--- config.mk ---
export PLATFORM = sky130hd
export DESIGN_NAME = freq_window_meas
export DESIGN_NICKNAME = d
export VERILOG_FILES = /design/src/rtl/freqm_pkg.sv /design/src/rtl/freqm_sync_edge.sv /design/src/rtl/freqm_win_ctrl.sv /design/src/rtl/freqm_pulse_acc.sv /design/src/rtl/freq_window_meas.sv
export SDC_FILE = /design/constraint.sdc
export NUM_CORES = 1
export LEC_CHECK = 0
export ABC_AREA = 1
export CAP_MARGIN = 20
export CORE_MARGIN = 2
export CORE_UTILIZATION = 55
export DETAILED_ROUTE_END_ITERATION = 8
export MAX_ROUTING_LAYER = met4
export PLACE_DENSITY = 0.86
export RECOVER_POWER = 25
export SYNTH_ARGS = -nofsm -noshare
export SYNTH_HDL_FRONTEND = slang
export SYNTH_SLANG_ARGS = --single-unit
--- constraint.sdc ---
create_clock -name clk_i -period 2.4 [get_ports clk_i]
set_input_delay 0.48 -clock clk_i [delete_from_list [all_inputs] [get_ports clk_i]]
set_output_delay 0.48 -clock clk_i [all_outputs]
set_load 0.01 [all_outputs]
--- src/rtl/freqm_pkg.sv ---
package freqm_pkg;
  typedef enum logic [1:0] {
    SVC_NONE = 2'b00,
    SVC_RSV1 = 2'b01,
    SVC_INIT = 2'b10,
    SVC_RSV3 = 2'b11
  } svc_e;

  localparam int unsigned MODE_RISE_BIT = 1;
  localparam int unsigned MODE_CONT_BIT = 0;
endpackage

--- src/rtl/freqm_sync_edge.sv ---
module freqm_sync_edge #(
  parameter int unsigned STAGES = 2
) (
  input  logic clk_i,
  input  logic rst_ni,
  input  logic pin_i,
  output logic rise_o,
  output logic fall_o
);
  logic [STAGES-1:0] sync_q;
  logic              prev_q;

  for (genvar i = 0; i < STAGES; i++) begin : g_stage
    if (i == 0) begin : g_first
      always_ff @(posedge clk_i or negedge rst_ni)
        if (!rst_ni) sync_q[i] <= 1'b0;
        else         sync_q[i] <= pin_i;
    end else begin : g_next
      always_ff @(posedge clk_i or negedge rst_ni)
        if (!rst_ni) sync_q[i] <= 1'b0;
        else         sync_q[i] <= sync_q[i-1];
    end
  end

  always_ff @(posedge clk_i or negedge rst_ni)
    if (!rst_ni) prev_q <= 1'b0;
    else         prev_q <= sync_q[STAGES-1];

  assign rise_o = sync_q[STAGES-1] & ~prev_q;
  assign fall_o = ~sync_q[STAGES-1] & prev_q;
endmodule

--- src/rtl/freqm_win_ctrl.sv ---
module freqm_win_ctrl #(
  parameter int unsigned WIN_W = 16
) (
  input  logic             clk_i,
  input  logic             rst_ni,
  input  logic             init_i,
  input  logic             tick_i,
  input  logic             cont_i,
  input  logic [WIN_W-1:0] size_i,
  output logic             run_o,
  output logic             win_end_o,
  output logic [WIN_W-1:0] win_cnt_o
);
  logic [WIN_W-1:0] cnt_q;
  logic             run_q;
  logic             last_tick;

  // size 0 wraps to full range
  assign last_tick = (cnt_q == size_i - 1'b1);
  assign win_end_o = run_q && tick_i && last_tick && !init_i;

  always_ff @(posedge clk_i or negedge rst_ni) begin
    if (!rst_ni) begin
      cnt_q <= '0;
      run_q <= 1'b0;
    end else if (init_i) begin
      cnt_q <= '0;
      run_q <= 1'b1;
    end else if (run_q && tick_i) begin
      if (last_tick) begin
        cnt_q <= '0;
        run_q <= cont_i;
      end else begin
        cnt_q <= cnt_q + 1'b1;
      end
    end
  end

  assign run_o     = run_q;
  assign win_cnt_o = cnt_q;
endmodule

--- src/rtl/freqm_pulse_acc.sv ---
module freqm_pulse_acc #(
  parameter int unsigned CNT_W = 16
) (
  input  logic             clk_i,
  input  logic             rst_ni,
  input  logic             init_i,
  input  logic             run_i,
  input  logic             win_end_i,
  input  logic             cont_i,
  input  logic             edge_i,
  output logic [CNT_W-1:0] result_o,
  output logic             done_o
);
  logic [CNT_W-1:0] cnt_q;
  logic [CNT_W-1:0] res_q;
  logic             done_q;

  always_ff @(posedge clk_i or negedge rst_ni) begin
    if (!rst_ni) begin
      cnt_q  <= '0;
      res_q  <= '0;
      done_q <= 1'b0;
    end else if (init_i) begin
      cnt_q  <= '0;
      done_q <= 1'b0;
    end else if (win_end_i) begin
      res_q  <= cnt_q;
      done_q <= 1'b1;
      // boundary edge belongs to the next window
      cnt_q  <= (cont_i && edge_i) ? CNT_W'(1) : '0;
    end else if (run_i && edge_i) begin
      cnt_q  <= cnt_q + 1'b1;
    end
  end

  assign result_o = res_q;
  assign done_o   = done_q;
endmodule

--- src/rtl/freq_window_meas.sv ---
module freq_window_meas
  import freqm_pkg::*;
#(
  parameter int unsigned WIN_W       = 16,
  parameter int unsigned CNT_W       = 16,
  parameter int unsigned SYNC_STAGES = 2
) (
  input  logic             clk_i,
  input  logic             rst_ni,
  input  logic             tick_i,
  input  logic             pin_i,
  input  logic [1:0]       seq_mode_i,
  input  logic [1:0]       svc_req_i,
  input  logic [WIN_W-1:0] win_size_i,
  output logic [CNT_W-1:0] result_o,
  output logic             done_o
);
  logic             init;
  logic [1:0]       mode_q;
  logic [WIN_W-1:0] size_q;
  logic             rise, fall, sel_edge;
  logic             run_q, win_end;
  logic [WIN_W-1:0] win_cnt;

  assign init = (svc_req_i == SVC_INIT);

  always_ff @(posedge clk_i or negedge rst_ni) begin
    if (!rst_ni) begin
      mode_q <= '0;
      size_q <= '0;
    end else if (init) begin
      mode_q <= seq_mode_i;
      size_q <= win_size_i;
    end
  end

  freqm_sync_edge #(.STAGES(SYNC_STAGES)) u_sync (
    .clk_i  (clk_i),
    .rst_ni (rst_ni),
    .pin_i  (pin_i),
    .rise_o (rise),
    .fall_o (fall)
  );

  assign sel_edge = mode_q[MODE_RISE_BIT] ? rise : fall;

  freqm_win_ctrl #(.WIN_W(WIN_W)) u_win (
    .clk_i     (clk_i),
    .rst_ni    (rst_ni),
    .init_i    (init),
    .tick_i    (tick_i),
    .cont_i    (mode_q[MODE_CONT_BIT]),
    .size_i    (size_q),
    .run_o     (run_q),
    .win_end_o (win_end),
    .win_cnt_o (win_cnt)
  );

  freqm_pulse_acc #(.CNT_W(CNT_W)) u_acc (
    .clk_i     (clk_i),
    .rst_ni    (rst_ni),
    .init_i    (init),
    .run_i     (run_q),
    .win_end_i (win_end),
    .cont_i    (mode_q[MODE_CONT_BIT]),
    .edge_i    (sel_edge),
    .result_o  (result_o),
    .done_o    (done_o)
  );
endmodule

==> summary.txt <==
Synth
  – Async set-reset flop share out of synthesis: 100%
  – Synth Area per Inst: ~7.7 um^2
  – Total nets after synthesis: around 530
  – Synth top area share: 45.8%
  – Synth Flop Type: dfrtp_1
  – Netlist cell types: 32
  – Largest area contributor in the netlist: dfrtp_1
  – Synth Warn #: 0
  – Main area contributors after synthesis: dfrtp_1, nand2_1, xor2_1
  – Number of synthesized register bits: 71
  – Number of enable-type register cells in the synthesized netlist: 0
  – Netlist area before placement: just under 4000 um^2
  – Most frequently used cell type in the post-synthesis netlist: nand2_1
  – Leading post-synthesis cells by instance count: nand2_1, dfrtp_1, inv_1, nor2_1, xor2_1
  – Sequential element share of the synthesized area: between 40% and 50%
  – Gate count after technology mapping: roughly 500

Floorplan
  – Die area: between 7000 and 8000 um^2
  – Effective utilization at floorplan: a little under three fifths
  – I/O pin count: about 40
  – Floorplan die height: 88.0 um
  – Number of rows created at floorplan: 30
  – Placeable core region: 6790 um^2
  – Die X-Extent: around 88 um

Timing
  – Hold violation total from the final report: 0
  – RSZ-0062 raised after global routing: false
  – Relative slew slack: between 20 and 25%
  – Setup violation total in the final timing report: 0
  – Layout Skew: 0.0110 ns
  – Share of the clock period used by the worst path: a little over nine tenths
  – Final worst path period need: approximately 2.3 ns
  – Number of max-slew violations in the final report: 0
  – Setup_tns: 0 ns
  – Final-layout worst hold slack: about 0.23 ns
  – Worst path setup slack after routing: ~0.12 ns
  – Worst Max-Slew Pin Slew: about 1.2 ns
  – Fmax: 439 MHz

Global routing
  – Largest net degree at the start of global routing: 55
  – Global-route layer with the greatest usage: met2
  – Via count of the first global-routing pass: approximately 3,100
  – Global routing usage summed across all routing layers: ~25%
  – Antenna violations before repair: 0
  – Global routing met1 resource utilization: 33.2%
  – Global route overflow: 0
  – Met2 Track Usage GR: around 37%
  – Met3 routing resource usage after global routing: under 10%
  – First-pass GRT wire length: ~14,000 um

Clocking
  – Clock slew at the register clock pins of the worst setup and hold paths: about 0.080 ns
  – Clk Latency, worst-skew pair: between 0.3 and 0.4 ns
  – Library cell used as clock root buffer: clkbuf_8
  – Hold buffers post-CTS: 0
  – Clock buffer count from CTS: 9
  – Clock H-tree levels: 3
  – TritonCTS clock tree: done
  – Max Buffers Root-to-Sink: 2
  – Number of sinks handled by clock tree synthesis: 71

Setup path
  – Endpoint kind of the worst setup timing path: register
  – Required time at the endpoint of the critical path: ~2.7 ns
  – Startpoint-to-endpoint class of the critical path: reg -> reg
  – Kind of start point of the critical path: register
  – Worst path arrival time: about 2.5 ns
  – Max Fanout on Critical Path: 8

Routing
  – Antenna Violating Nets Remaining: 0
  – First DRT Iteration DRCs: about 220
  – Average wire length per cell after detail routing: about 14 um
  – Via total after detailed routing: approximately 3,400
  – Routed wire length: approximately 8900 um
  – Via/cell ratio: between 5 and 6
  – Number of search-and-repair iterations in the first detailed-routing pass: 5
  – Drt drc: 0

Hold path
  – Hold Crit Class: in -> async

Place
  – HPWL after detailed placement: 6080 um
  – Final weighted congestion of routability-driven global placement: 0.904
  – Number of port buffers: 40
  – Pre-CTS worst setup slack: ~0.11 ns

Run status
  – Result of the run: completed

Power
  – Total power divided by cell area: between 600 and 700 nW/um^2
  – Comb pwr share: between 10% and 20%
  – Net Sw Frac: a little under a third
  – Net switching power of the design: approximately 0.93 mW
  – Max VDD drop: approximately 0.45 mV
  – Leak pwr: roughly 2.2 nW
  – Internal Dissipation: 1.99 mW
  – Proportion of power drawn by flip-flops and latches: 47.6%
  – Proportion of power drawn by the clock network: between 30% and 40%

Layout
  – Share of layout cells above drive strength 1: a little under a tenth
  – Syn-to-layout area delta: 20.9%
  – Core utilization of the finished layout: roughly 69%
  – Nets: between 500 and 600
  – Number of antenna diodes: 0

Run
  – Max_cap viols: 0
-- worst max-delay path, stage by stage, from the launching register on --
cell and delay (ns):
dfrtp_1 0.40, inv_2 0.09, buf_4 0.13, nand2_2 0.10
nor2_1 0.21, nand2_1 0.10, nand3_1 0.08, nand2_1 0.05
nor2_1 0.12, nand2_1 0.10, nor2_4 0.14, nand3_4 0.22
clkbuf_16 0.25, o21ai_2 0.13, inv_2 0.04
-- power groups by stage --
stage | Sequential (mW) | Combinational (mW) | Clock, mW
detailed placement | 1.41 | 0.529 | 0
floorplan | 1.38 | 0.361 | 0
finish | 1.39 | 0.557 | 0.973
global route | 1.41 | 0.629 | 1.04
global placement | 1.40 | 0.516 | 0
CTS | 1.39 | 0.542 | 0.979
-- layout make-up --
cell class	count	area [um^2]
clock buffers	10	128
fillers	548	2100
flip-flops and latches	71	1780
inverters	68	255
clock inverters	6	68.8
repair buffers	51	539
multi-input cells	349	1800
well taps	96	120
-- cell usage in the layout, fill, tap and decap left out --
cell	instances
o21ai_0	17
clkdlybuf4s50_1	38
nand3_2	2
inv_2	3
nand2_1	141
o21ai_2	1
or2_2	1
o22ai_1	10
clkbuf_1	2
nor2_2	7
bufinv_16	1
nor2_1	52
inv_6	1
buf_2	1
and2_1	1
nor3_1	1
clkinvlp_4	4
inv_1	65
buf_12	1
a21oi_1	4
nand2_2	5
nand3b_1	6
and3_1	1
dlygate4sd3_1	1
clkbuf_8	9
nand3_1	25
dfrtp_1	71
nand2_8	1
xor2_1	28
o21ai_1	16
xnor2_1	5
nor3b_1	3
clkbuf_16	3
nor4_1	2
ha_1	2
nand4_1	12
nor2_4	4
nand3_4	1
buf_4	6
ha_4	1
-- kinds of logic after synthesis --
| group | after synthesis | synth area share (%) |
|---|---|---|
| XOR/XNOR | 33 | 7.45 |
| AO/OA/AOI/OAI | 48 | 6.62 |
| AND/OR/NAND/NOR | 265 | 30.4 |
| buffers and inverters | 81 | 8.78 |
| flip-flops | 71 | 45.8 |
| adder cells (fa/ha/maj) | 3 | 0.968 |
-- stage by stage --
step | power, mW | area [um^2] | instances
after detailed placement | 1.94 | 4380 | 631
final | 2.92 | 4690 | 651
after floorplan | 1.75 | 3880 | 501
after CTS | 2.91 | 4570 | 647
after global placement | 1.92 | 4380 | 631
after global routing | 3.08 | 4690 | 651
-- state kept, by name, indices dropped and copies added, names as in the netlist --
name,count
u_acc.result_o,16
u_acc.done_o,1
u_sync.prev_q,1
u_win.run_o,1
u_win.win_cnt_o,16
size_q,16
mode_q,2
u_acc.cnt_q,16
u_sync.sync_q,2
-- per-layer routing --
layer,vias to the layer above,wire [um]
met5,-,0
met4,0,160
met3,13,479
met2,114,4250
met1,1617,3970
li1,1667,-
-- what timing repair did --
| action | in CTS | in global routing |
|---|---|---|
| resized for setup | 0 | 12 |
| endpoints found under the hold margin | 0 | 0 |
| buffers inserted | 0 | 1 |
| setup endpoints to repair | 0 | 30 |
-- final timing paths --
| check | startpoint | slack [ns] | end | cells past startpoint |
|---|---|---|---|---|
| min in group clk_i | u_sync.sync_q[0] | 0.35 | u_sync.sync_q[1] | 0 |
| max | size_q[0] | 0.12 | u_acc.result_o[9] | 14 |
| min reg2reg | u_sync.sync_q[0] | 0.35 | u_sync.sync_q[1] | 0 |
| min | rst_ni | 0.23 | u_win.win_cnt_o[6] | 1 |
| max in group asynchronous | rst_ni | 0.48 | u_acc.result_o[1] | 2 |
| max reg2reg | size_q[0] | 0.12 | u_acc.result_o[9] | 14 |
Power figures use the tool's default switching activity.
